===== config.mk =====
export PLATFORM = sky130hd
export DESIGN_NAME = rt_status_unit
export DESIGN_NICKNAME = d
export VERILOG_FILES = /design/src/rtl/rt_status_unit.sv
export SDC_FILE = /design/constraint.sdc
export NUM_CORES = 1
export LEC_CHECK = 0
export BUFFER_PORTS_ARGS = -buffer_cell sky130_fd_sc_hd__buf_2
export CORE_MARGIN = 2
export CORE_UTILIZATION = 45
export CTS_BUF_LIST = sky130_fd_sc_hd__clkbuf_4 sky130_fd_sc_hd__clkbuf_8
export DETAILED_ROUTE_END_ITERATION = 12
export GPL_ROUTABILITY_DRIVEN = 0
export GPL_TIMING_DRIVEN = 0
export PLACE_DENSITY = 0.81
export SETUP_SLACK_MARGIN = 0.3
export SLEW_MARGIN = 20
export SYNTH_ARGS = -nofsm -noshare
export SYNTH_HDL_FRONTEND = slang
export SYNTH_SLANG_ARGS = --single-unit

===== constraint.sdc =====
create_clock -name clk -period 1.6 [get_ports clk]
set_input_delay 0 -clock clk [delete_from_list [all_inputs] [get_ports clk]]
set_output_delay 0 -clock clk [all_outputs]
set_load 0.1 [all_outputs]

===== src/rtl/rt_status_unit.sv =====
module rt_status_unit #(
  parameter int BCAST_DELAY  = 30,
  parameter int TIMEOUT_CLKS = 12288
) (
  input  logic        clk,
  input  logic        rst_n,
  input  logic        cmd_rx,
  input  logic [4:0]  cmd_addr,
  input  logic        msg_start,
  input  logic        msg_valid,
  input  logic        msg_end,
  input  logic        word_err,
  input  logic        tx_done,
  input  logic        lb_result,
  input  logic        lb_ok,
  input  logic        bcast_en,
  input  logic [4:0]  own_addr,
  input  logic        cfg_ssf,
  input  logic        ssf_n,
  input  logic        rtf_n,
  output logic [15:0] status_word,
  output logic        incmd_n,
  output logic        msgerr_n,
  output logic        bcast_n,
  output logic        rtfail_n
);
  localparam logic [4:0] BCAST_ADDR = 5'h1f;
  localparam int BW = $clog2(BCAST_DELAY + 1);
  localparam int TW = $clog2(TIMEOUT_CLKS + 1);

  logic [BW-1:0] bc_cnt;
  logic [TW-1:0] tmo_cnt;
  logic          cur_bcast;
  logic          fail_seen;

  wire is_bc_addr = bcast_en && (cmd_addr == BCAST_ADDR);
  wire own_cmd    = cmd_rx && !is_bc_addr && (cmd_addr == own_addr);
  wire bc_cmd     = cmd_rx && is_bc_addr;
  wire tmo_fire   = (tmo_cnt == TW'(1)) && !lb_result;
  wire fail_evt   = (lb_result && !lb_ok) || tmo_fire;

  always_ff @(posedge clk or negedge rst_n) begin
    if (!rst_n) begin
      incmd_n   <= 1'b1;
      cur_bcast <= 1'b0;
    end else if (own_cmd || bc_cmd) begin
      incmd_n   <= 1'b0;
      cur_bcast <= bc_cmd;
    end else if (msg_end) begin
      incmd_n   <= 1'b1;
    end
  end

  always_ff @(posedge clk or negedge rst_n) begin
    if (!rst_n)         msgerr_n <= 1'b1;
    else if (word_err)  msgerr_n <= 1'b0;
    else if (msg_start) msgerr_n <= 1'b1;
  end

  always_ff @(posedge clk or negedge rst_n) begin
    if (!rst_n) begin
      bc_cnt  <= '0;
      bcast_n <= 1'b1;
    end else if (own_cmd) begin
      bc_cnt  <= '0;
      bcast_n <= 1'b1;
    end else begin
      if (bc_cmd)              bc_cnt <= BW'(BCAST_DELAY);
      else if (bc_cnt != '0)   bc_cnt <= bc_cnt - 1'b1;
      if (bc_cnt == BW'(1))    bcast_n <= 1'b0;
    end
  end

  always_ff @(posedge clk or negedge rst_n) begin
    if (!rst_n)              tmo_cnt <= '0;
    else if (lb_result)      tmo_cnt <= '0;
    else if (tx_done)        tmo_cnt <= TW'(TIMEOUT_CLKS);
    else if (tmo_cnt != '0)  tmo_cnt <= tmo_cnt - 1'b1;
  end

  always_ff @(posedge clk or negedge rst_n) begin
    if (!rst_n) begin
      fail_seen <= 1'b0;
      rtfail_n  <= 1'b1;
    end else begin
      if (msg_start)     fail_seen <= fail_evt;
      else if (fail_evt) fail_seen <= 1'b1;
      if (fail_evt)                     rtfail_n <= 1'b0;
      else if (msg_valid && !cur_bcast) rtfail_n <= !fail_seen;
    end
  end

  assign status_word = {own_addr, !msgerr_n, 5'b0, !bcast_n, 1'b0,
                        (!ssf_n || cfg_ssf), 1'b0, !rtf_n};
endmodule



==> results of run 1 <==
metrics by stage:
stage	area, sq um	instances
finish	2360	286
global route	2360	286
CTS	2180	280
detailed placement	1870	252
global placement	1870	252
floorplan	1630	170
final cells by class:
cell class / instances / area, sq um
multi-input combinational: 120 / 997
fill: 242 / 927
sequential: 25 / 647
timing repair buffer: 66 / 477
buffer: 14 / 97.6
tap: 46 / 57.6
inverter: 11 / 51.3
clock buffer: 4 / 30.0
worst max-delay path, cell delays in order (launching register included):
cell	delay, ps
sky130_fd_sc_hd__dfrtp_1	420
sky130_fd_sc_hd__buf_6	140
sky130_fd_sc_hd__nor4_4	400
sky130_fd_sc_hd__nand4_1	220
sky130_fd_sc_hd__buf_6	190
sky130_fd_sc_hd__nor3b_4	230
sky130_fd_sc_hd__a211o_1	120
state kept, by name, indices dropped and copies added, names as in the netlist:
name       cells
bc_cnt         5
tmo_cnt       14
fail_seen      1
msgerr_n       1
incmd_n        1
bcast_n        1
cur_bcast      1
rtfail_n       1
power groups by stage:
stage | logic, W | clock network [W] | registers, W
detailed placement | 0.00152 | 0 | 0.00102
global route | 0.00256 | 0.000343 | 0.00101
floorplan | 0.00113 | 0 | 0.00112
finish | 0.00241 | 0.000318 | 0.000986
CTS | 0.00200 | 0.000326 | 0.000974
global placement | 0.00148 | 0 | 0.00101
logic make-up after synthesis:
logic type	synth area share, %
buf+inv	9.11
fa+ha+maj	3.28
simple gates	25.5
mux	2.63
xor+xnor	4.02
compound gates	13.9
other cells	0.246
flops	41.4
layer usage:
metal  part of all wire, %  GRT usage [%]  vias to the layer above
met4                   1.9           7.50                        0
met1                    38           22.6                      708
met5                     0              0                        -
met3                   5.9           2.54                        7
met2                    55           41.6                       73
li1                      -              -                      728
worst paths after layout:
check | startpoint | to | slack, ps
worst min-delay path | tx_done | tmo_cnt[4]$_DFFE_PN0P_ | 30
worst max register to register | tmo_cnt[10]$_DFFE_PN0P_ | fail_seen$_DFFE_PN0P_ | -140
worst max-delay path | tmo_cnt[10]$_DFFE_PN0P_ | fail_seen$_DFFE_PN0P_ | -140
worst min register to register | incmd_n$_DFFE_PN1P_ | incmd_n$_DFFE_PN1P_ | 520
max in group asynchronous | rst_n | tmo_cnt[1]$_DFFE_PN0P_ | 1020
min in group asynchronous | rst_n | tmo_cnt[12]$_DFFE_PN0P_ | 160
placed cells by master (no fill, tap or decap), types with 3 or more instances in the layout:
master,instances
sky130_fd_sc_hd__conb_1,7
sky130_fd_sc_hd__a21oi_1,8
sky130_fd_sc_hd__nor3_1,4
sky130_fd_sc_hd__nand4_1,3
sky130_fd_sc_hd__o21ai_0,4
sky130_fd_sc_hd__dfrtp_2,7
sky130_fd_sc_hd__xnor2_1,3
sky130_fd_sc_hd__nand2_1,9
sky130_fd_sc_hd__a21oi_2,5
sky130_fd_sc_hd__xor2_1,3
sky130_fd_sc_hd__buf_4,33
sky130_fd_sc_hd__dlygate4sd3_1,7
sky130_fd_sc_hd__buf_6,7
sky130_fd_sc_hd__a31oi_1,3
sky130_fd_sc_hd__nand2b_1,3
sky130_fd_sc_hd__or3_1,7
sky130_fd_sc_hd__mux2i_1,4
sky130_fd_sc_hd__inv_1,6
sky130_fd_sc_hd__dfrtp_1,14
sky130_fd_sc_hd__buf_2,30
sky130_fd_sc_hd__or4_4,3
sky130_fd_sc_hd__clkbuf_4,4
sky130_fd_sc_hd__nand2_2,3
sky130_fd_sc_hd__nor2_1,5
repair_timing:
item	in CTS	in global routing
buffers inserted	17	6
hold buffers	7	0
pin swaps	18	15
resized for setup	27	27
endpoints found under the hold margin	29	0
setup endpoints to repair	25	21
cloned	0	0
==> impl_metrics.csv, run 1 <==
group,metric,value,unit
outcome,outcome,"complete, but fails checks",
outcome,violations,"negative setup slack",
floorplanning,die_h,62.2,um
global_route,maximum_number_of_pins_on_one_net_before_global_route_repair,26,
worst_setup_path,worst_r2r_path_depth,6,
cts,cts-buffers-inserted,3,
floorplanning,chipWidth,62.2,um
logic_synthesis,postSynthAreaPerCell,9.29,sq um
power_and_ir_drop,powerDensity,1580,nW/um^2
finish,postLayoutCoreUtil,71.8,%
worst_setup_path,cp_data_required_time,1900,ps
finish,antenna-diode-count,0,
detailed_routing,wire_per_inst,15.1,um
worst_setup_path,endpoint_kind,"flop",
logic_synthesis,synth_seq_area_share,41.4,%
power_and_ir_drop,power_leakage,1.08,nW
worst_hold_path,hold_path.class,"in -> reg",
cts,worst_skew_pair.late_latency,340,ps
power_and_ir_drop,p_clk_share,8.6,%
power_and_ir_drop,internal_power,0.00199,W
sta,relSlewSlack,51.6,%
global_route,globalRoute.totalOverflow,0,
power_and_ir_drop,swShare,46.4,%
detailed_routing,drt-initial-drc-count,95,
detailed_routing,drt.antenna.violating_nets,0,
finish,nets,269,
sta,grt_setup_unrepaired,"yes",
floorplanning,i_o_pin_count,44,
logic_synthesis,fraction_of_registers_with_async_set_or_reset_after_synthesis,100,%
placement,place.port_buffers,36,
job,maxCapViolations,0,
sta,period_share,109,%
sta,whs,25.2,ps
worst_setup_path,worstPathArrival,2040,ps
sta,tightest_slew,720,ps
logic_synthesis,commonest_cells_in_the_netlist,"21 x sky130_fd_sc_hd__dfrtp_1, 13 x sky130_fd_sc_hd__a21oi_1, 12 x sky130_fd_sc_hd__buf_4, 12 x sky130_fd_sc_hd__nand2_1, 11 x sky130_fd_sc_hd__inv_1",
sta,fin_setup_tns,-745,ps
logic_synthesis,yosys.area.top_type_share,34.5,%
floorplanning,die-area,3870,sq um
sta,postLayoutSetupSlackWorst,-144,ps
logic_synthesis,synthesized_flop_and_latch_total,25,
power_and_ir_drop,switching_power,0.00172,W
sta,timing.clock.skew,13.9,ps
logic_synthesis,ys.warnings.count,0,
sta,timing.final.setup_violations,13,
worst_hold_path,holdPathStages,3,
floorplanning,std_cell_rows,21,
floorplanning,core,3280,sq um
detailed_routing,route.detailed.vias_per_inst,5.30,
sta,timing.final.max_slew_violations,0,
logic_synthesis,yosysMostFrequentCell,"sky130_fd_sc_hd__dfrtp_1",
sta,layout_min_cycle_time,1740,ps
logic_synthesis,synth.distinct_cells,44,
logic_synthesis,syn-cell-area,1520,sq um
finish,drive_above_1_share,53.8,%
power_and_ir_drop,ir_drop,0.725,mV
detailed_routing,drt_drc_violations_left,0,
worst_setup_path,crit_path_max_fanout,4,
placement,dp_slack,-132,ps
global_route,first_pass_grt_wire_length,6630,um
finish,syn_to_final_growth,54.7,%
logic_synthesis,netlist.top_cell.by_area,"sky130_fd_sc_hd__dfrtp_1",
detailed_routing,drt-total-wl,4310,um
logic_synthesis,synth_edf_count,0,
worst_setup_path,critPathLaunchType,"flop",
cts,cts.reportedPaths.clkPinSlew,150,ps
global_route,number_of_global_route_vias_before_repair,1570,
cts,clock_tree_from_tritoncts,"done",
logic_synthesis,synth_cells,164,
global_route,antenna_violations_before_repair,0,
power_and_ir_drop,power.share.sequential,26.5,%
detailed_routing,dr_total_vias,1516,
sta,report.final.hold_viol_count,0,
detailed_routing,firstDrtPassIters,4,
sta,clock.fmax,573,MHz
logic_synthesis,synth.top_cells.by_area,"sky130_fd_sc_hd__dfrtp_1 34%, sky130_fd_sc_hd__dfstp_2 6.9%, sky130_fd_sc_hd__buf_4 5.9%",
floorplanning,start_util,46.4,%
global_route,grt_util_all_layers,21.0,%
cts,cts_htree_levels,1,
cts,maximum_clock_path_buffer_count,2,
power_and_ir_drop,p_comb_share,64.9,%
power_and_ir_drop,report.power.total,0.00372,W
cts,root_buffer,"sky130_fd_sc_hd__clkbuf_4",
cts,cts.sinks,25,
logic_synthesis,synth_flop_cell,"sky130_fd_sc_hd__dfrtp_1",
placement,hpwl,2470,um
worst_setup_path,timing_worst_setup_path_type,"reg -> reg",
(Power assumes the default switching activity.)
==> run 2: changes to the inputs <==
Settings changed: CORE_ASPECT_RATIO from default to 1.1, CORE_UTILIZATION 45 to 30, PLACE_DENSITY 0.81 to 0.6.
==> run 2 against run 1 <==
Final cell count increased by 3.5%. Total power decreased by 0.53%. Clock power increased by 29%. Utilization decreased by 25 points. Largest cell class unchanged. Via count decreased by 2.8%. Largest power group unchanged. The run still ends with negative setup slack left. Wire length decreased by 9.2%.
==> impl_metrics.csv, run 2 (synthesis gave the netlist of run 1 again) <==
group,metric,value,unit
outcome,outcome,"complete, but fails checks",
outcome,violations,"negative setup slack",
cts,root_buffer,"sky130_fd_sc_hd__clkbuf_8",
detailed_routing,met1_length,1630,um
floorplanning,chipWidth,72.0,um
sta,clock.fmax,596,MHz
worst_setup_path,startpoint,"tmo_cnt[4]$_DFFE_PN0P_",
cts,worst_skew_pair.late_latency,270,ps
finish,postLayoutCoreUtil,46.7,%
detailed_routing,drt.antenna.violating_nets,0,
global_route,globalRoute.totalOverflow,0,
sta,whs,27.7,ps
cts,maximum_clock_path_buffer_count,2,
worst_setup_path,critical_path.slowest_cell,"sky130_fd_sc_hd__dfrtp_2",
worst_setup_path,worst-path-buf-inv,2,
detailed_routing,route.detailed.vias_per_inst,4.98,
worst_setup_path,critical_path.endpoint,"tmo_cnt[2]$_DFFE_PN0P_",
global_route,maximum_number_of_pins_on_one_net_before_global_route_repair,26,
power_and_ir_drop,power_leakage,1.06,nW
sta,timing.final.setup_violations,8,
detailed_routing,wire_per_inst,13.2,um
detailed_routing,dr_total_vias,1474,
power_and_ir_drop,power.share.sequential,26.6,%
worst_setup_path,crit_path_max_fanout,3,
worst_setup_path,worst_path_dominant_cell_family,"simple AND/OR/NAND/NOR gates",
sta,relSlewSlack,51.1,%
finish,final_common_cell,"sky130_fd_sc_hd__buf_4",
job,maxCapViolations,0,
placement,place.port_buffers,36,
global_route,grt_util_all_layers,13.5,%
sta,timing.final.max_slew_violations,0,
worst_setup_path,r2r-start,"tmo_cnt[4]$_DFFE_PN0P_",
finish,top_library_cells_by_usage_in_the_layout_fill_and_taps_aside,"34 x sky130_fd_sc_hd__buf_4, 32 x sky130_fd_sc_hd__buf_2, 14 x sky130_fd_sc_hd__dfrtp_1",
finish,drive_above_1_share,51.7,%
power_and_ir_drop,switching_power,0.00166,W
worst_setup_path,most_repeated_library_cell_on_the_critical_path,"sky130_fd_sc_hd__buf_4",
detailed_routing,wl_met2,2010,um
sta,timing.clock.skew,1.43,ps
power_and_ir_drop,report.power.total,0.00370,W
cts,cts-buffers-inserted,3,
worst_setup_path,reg2reg_setup_slack,-80,ps
worst_setup_path,worst_r2r_path_depth,6,
power_and_ir_drop,p_comb_share,62.3,%
power_and_ir_drop,internal_power,0.00203,W
cts,cts.sinks,25,
detailed_routing,drt_drc_violations_left,0,
worst_setup_path,critPathLaunchType,"flop",
power_and_ir_drop,swShare,45.0,%
placement,hpwl,2450,um
sta,tightest_slew,728,ps
worst_setup_path,crit_path_max_incr_delay,450,ps
detailed_routing,firstDrtPassIters,4,
sta,grt_setup_unrepaired,"yes",
floorplanning,i_o_pin_count,44,
finish,nets,267,
finish,syn_to_final_growth,52.1,%
cts,cts.reportedPaths.clkPinSlew,100,ps
detailed_routing,dr_wl_met3,207,um
finish,register_name_with_the_most_flops,"tmo_cnt",
cts,cts_htree_levels,1,
floorplanning,std_cell_rows,27,
worst_setup_path,rr_endpoint,"tmo_cnt[2]$_DFFE_PN0P_",
cts,clock_tree_from_tritoncts,"done",
power_and_ir_drop,powerDensity,1590,nW/um^2
floorplanning,core,4970,sq um
global_route,number_of_global_route_vias_before_repair,1436,
finish,max_ffs_per_register,14,
worst_setup_path,timing_worst_setup_path_type,"reg -> reg",
power_and_ir_drop,p_clk_share,11.1,%
placement,dp_slack,-135,ps
power_and_ir_drop,ir_drop,0.603,mV
detailed_routing,top_signal_layer_used,"met4",
global_route,antenna_violations_before_repair,0,
floorplanning,die_h,78.8,um
sta,fin_setup_tns,-335,ps
worst_setup_path,cp_data_required_time,1760,ps
sta,report.final.hold_viol_count,0,
worst_setup_path,timing.critical_path.cells,"nor4_4, buf_4, nand4_1, buf_4, nand3b_1, a21oi_1",
sta,layout_min_cycle_time,1680,ps
finish,reg_top3,"tmo_cnt (14), bc_cnt (5)",
worst_setup_path,worstPathArrival,1830,ps
worst_setup_path,path_depth,6,
sta,period_share,105,%
detailed_routing,drt-initial-drc-count,80,
global_route,first_pass_grt_wire_length,6180,um
worst_setup_path,endpoint_kind,"flop",
floorplanning,die-area,5670,sq um
finish,antenna-diode-count,0,
detailed_routing,drt-total-wl,3910,um
worst_hold_path,hold_path.class,"in -> reg",
floorplanning,start_util,30.7,%
sta,postLayoutSetupSlackWorst,-78.6,ps
## run 2: cell count changes in the layout (fill, tap and decap cells not counted), moves of 2 or more
| cell | previous run | this run |
|---|---|---|
| sky130_fd_sc_hd__buf_2 | 30 | 32 |
| sky130_fd_sc_hd__buf_6 | 7 | 5 |
| sky130_fd_sc_hd__clkbuf_8 | 0 | 3 |
| sky130_fd_sc_hd__clkbuf_4 | 4 | 0 |
| sky130_fd_sc_hd__dlygate4sd3_1 | 7 | 5 |
## run 2: area by class of cell
cell class | instances | area, sq um
Clock buffer | 3 | 41.3
Clock inverter | 1 | 8.76
Sequential cell | 25 | 647
Tap cell | 58 | 72.6
Multi-Input combinational cell | 120 | 967
Fill cell | 454 | 2650
Buffer | 14 | 97.6
Timing Repair Buffer | 64 | 432
Inverter | 11 | 51.3
## run 2: metal layers
metal / vias up / global-route usage [%]
met5: - / 0
met1: 697 / 15.4
met2: 51 / 24.9
met3: 6 / 2.41
li1: 720 / -
met4: 0 / 4.91
## run 2: worst register-to-register path, stage by stage, from the launching register on
cell and delay, ps:
sky130_fd_sc_hd__dfrtp_2 450, sky130_fd_sc_hd__nor4_4 340, sky130_fd_sc_hd__buf_4 190, sky130_fd_sc_hd__nand4_1 210, sky130_fd_sc_hd__buf_4 230, sky130_fd_sc_hd__nand3b_1 70, sky130_fd_sc_hd__a21oi_1 70
## run 2: metrics by stage
| stage | instances | cell area (sq um) |
|---|---|---|
| final | 296 | 2320 |
| after global routing | 296 | 2320 |
| after CTS | 290 | 2190 |
| after detailed placement | 264 | 1880 |
| after global placement | 264 | 1880 |
| after floorplan | 170 | 1630 |
## run 2: power groups by stage
stage          registers [W]  logic, W  clock network, W
6_report            0.000984   0.00230          0.000411
5_1_grt              0.00101   0.00246          0.000447
3_3_place_gp         0.00102   0.00150                 0
3_5_place_dp         0.00102   0.00151                 0
2_1_floorplan        0.00112   0.00113                 0
4_1_cts             0.000972   0.00198          0.000426
## run 2: worst min-delay path by stage
| stage | from | end | slack (ps) | depth (start not counted) |
|---|---|---|---|---|
| after floorplan | rst_n | bc_cnt[0]$_DFFE_PN0P_ | -300 | 0 |
| after global placement | rst_n | tmo_cnt[5]$_DFFE_PN0P_ | 30 | 1 |
| after detailed placement | rst_n | tmo_cnt[4]$_DFFE_PN0P_ | 40 | 1 |
| after CTS | lb_ok | rtfail_n$_DFFE_PN1P_ | 30 | 3 |
| after global routing | lb_ok | rtfail_n$_DFFE_PN1P_ | 30 | 3 |
| final | lb_ok | rtfail_n$_DFFE_PN1P_ | 30 | 3 |
## run 2: what timing repair did
action,in CTS,in global routing
gates resized for setup,21,18
cloned,0,0
setup buffers,17,6
setup endpoints to repair,22,19
pin swaps,16,11
hold buffers,5,0
hold endpoints to repair,23,0
==> run 3: changes to the inputs <==
Settings changed: MAX_ROUTING_LAYER from default to met4.
==> run 3 against run 2 <==
The run still ends with negative setup slack left. Clock power about the same. Largest cell class unchanged. Die area unchanged. Final cell count unchanged.
==> impl_metrics.csv, run 3 (synthesis gave the netlist of run 1 again) <==
group,metric,value,unit
sta,clock.fmax,596,MHz
floorplanning,i_o_pin_count,44,
worst_hold_path,hold_path.class,"in -> reg",
worst_setup_path,endpoint_kind,"flop",
worst_setup_path,critPathLaunchType,"flop",
sta,grt_setup_unrepaired,"yes",
worst_setup_path,timing_worst_setup_path_type,"reg -> reg",
cts,worst_skew_pair.late_latency,270,ps
sta,relSlewSlack,51.1,%
finish,drive_above_1_share,51.7,%
global_route,groute.layer.met3.usage,2.28,%
placement,place.port_buffers,36,
power_and_ir_drop,report.power.total,0.00370,W
sta,tightest_slew,728,ps
sta,report.final.hold_viol_count,0,
floorplanning,chipWidth,72.0,um
detailed_routing,drt-total-wl,3920,um
cts,cts-buffers-inserted,3,
global_route,grt_util_all_layers,13.9,%
worst_setup_path,cp_data_required_time,1760,ps
placement,dp_slack,-135,ps
cts,root_buffer,"sky130_fd_sc_hd__clkbuf_8",
worst_setup_path,path_depth,6,
placement,dpl.cell_count,264,
cts,maximum_clock_path_buffer_count,2,
worst_setup_path,timing.critical_path.cells,"nor4_4, buf_4, nand4_1, buf_4, nand3b_1, a21oi_1",
power_and_ir_drop,ir_drop,0.603,mV
cts,cts_htree_levels,1,
finish,syn_to_final_growth,52.1,%
detailed_routing,dr_total_vias,1480,
outcome,outcome,"complete, but fails checks",
floorplanning,die_h,78.8,um
global_route,first_pass_grt_wire_length,6180,um
global_route,global_routing_met1_resource_utilization,15.5,%
power_and_ir_drop,powerDensity,1590,nW/um^2
global_route,globalRoute.totalOverflow,0,
global_route,maximum_number_of_pins_on_one_net_before_global_route_repair,26,
finish,nets,267,
sta,timing.clock.skew,2.96,ps
detailed_routing,drt.antenna.violating_nets,0,
floorplanning,std_cell_rows,27,
finish,final_common_cell,"sky130_fd_sc_hd__buf_4",
sta,timing.final.setup_violations,8,
worst_setup_path,most_repeated_library_cell_on_the_critical_path,"sky130_fd_sc_hd__buf_4",
sta,timing.final.max_slew_violations,0,
floorplanning,core,4970,sq um
finish,postLayoutCoreUtil,46.7,%
detailed_routing,route.detailed.vias_per_inst,5.00,
detailed_routing,firstDrtPassIters,4,
finish,max_ffs_per_register,14,
finish,reg_top3,"tmo_cnt (14), bc_cnt (5)",
global_route,grt.busiest_layer,"met2",
sta,layout_min_cycle_time,1680,ps
worst_setup_path,crit_path_max_fanout,3,
global_route,met2_usage,24.9,%
finish,top_library_cells_by_usage_in_the_layout_fill_and_taps_aside,"34 x sky130_fd_sc_hd__buf_4, 32 x sky130_fd_sc_hd__buf_2, 14 x sky130_fd_sc_hd__dfrtp_1",
power_and_ir_drop,power_leakage,1.06,nW
finish,layout.cells.non_filler,296,
sta,fin_setup_tns,-347,ps
detailed_routing,wire_per_inst,13.2,um
detailed_routing,drt_drc_violations_left,0,
placement,hpwl,2450,um
worst_setup_path,worst_r2r_path_depth,6,
finish,register_name_with_the_most_flops,"tmo_cnt",
floorplanning,start_util,30.7,%
sta,postLayoutSetupSlackWorst,-77.9,ps
finish,antenna-diode-count,0,
worst_setup_path,worst_path_dominant_cell_family,"simple AND/OR/NAND/NOR gates",
global_route,number_of_global_route_vias_before_repair,1435,
outcome,violations,"negative setup slack",
cts,cts.sinks,25,
worst_setup_path,worst-path-buf-inv,2,
worst_setup_path,worstPathArrival,1830,ps
global_route,antenna_violations_before_repair,0,
worst_setup_path,crit_path_max_incr_delay,450,ps
job,maxCapViolations,0,
worst_hold_path,holdPathStages,3,
sta,period_share,105,%
floorplanning,die-area,5670,sq um
worst_setup_path,critical_path.slowest_cell,"sky130_fd_sc_hd__dfrtp_2",
cts,clock_tree_from_tritoncts,"done",
detailed_routing,drt-initial-drc-count,81,
cts,cts.reportedPaths.clkPinSlew,100,ps
run 3: cell counts in the layout (fill, tap and decap cells not counted):
Identical to the previous run, type by type.
run 3: metrics by stage:
| step | instance area, sq um | hold slack, ps |
|---|---|---|
| 4_1_cts | 2190 | 25.4 |
| 2_1_floorplan | 1630 | -296 |
| 5_1_grt | 2320 | 29.6 |
| 6_report | 2320 | 27.7 |
| 3_5_place_dp | 1880 | 36.3 |
| 3_3_place_gp | 1880 | 26.5 |
run 3: what timing repair did:
action,4_1_cts,5_1_grt
hold buffers,5,0
resized for setup,21,18
endpoints found under the hold margin,23,0
buffers inserted,17,6
pin swaps,16,11
setup endpoints to repair,22,19
run 3: cell type report:
type,count,area [sq um]
timing repair buffer,64,432
inverter,11,51.3
fill,454,2650
clock inverter,1,8.76
sequential,25,647
clock buffer,3,41.3
buffer,14,97.6
multi-input combinational,120,967
tap,58,72.6
run 3: path summary, 6_finish.rpt:
path	start	end	slack, ps
setup / recovery	tmo_cnt[4]$_DFFE_PN0P_	tmo_cnt[2]$_DFFE_PN0P_	-80
hold reg to reg	incmd_n$_DFFE_PN1P_	incmd_n$_DFFE_PN1P_	490
max in group asynchronous	rst_n	tmo_cnt[2]$_DFFE_PN0P_	960
min in group asynchronous	rst_n	tmo_cnt[12]$_DFFE_PN0P_	240
hold / removal	lb_ok	rtfail_n$_DFFE_PN1P_	30
setup reg to reg	tmo_cnt[4]$_DFFE_PN0P_	tmo_cnt[2]$_DFFE_PN0P_	-80
run 3: worst reg2reg max path: stages (launching register included):
cell	delay (ps)
sky130_fd_sc_hd__dfrtp_2	450
sky130_fd_sc_hd__nor4_4	340
sky130_fd_sc_hd__buf_4	190
sky130_fd_sc_hd__nand4_1	210
sky130_fd_sc_hd__buf_4	230
sky130_fd_sc_hd__nand3b_1	70
sky130_fd_sc_hd__a21oi_1	70
run 3: power by group:
part	switching (W)	total, W	internal (W)
sequential	0.000168	0.000984	0.000816
combinational	0.00127	0.00230	0.00104
clock	0.000225	0.000408	0.000183
total	0.00166	0.00370	0.00203
run 3: per-layer routing:
metal / vias to the layer above / share of wire (%) / wire length, um
met5: - / 0 / 0
met1: 691 / 40 / 1570
met2: 61 / 51 / 2010
met4: 0 / 1.9 / 76
li1: 720 / - / -
met3: 8 / 6.6 / 259
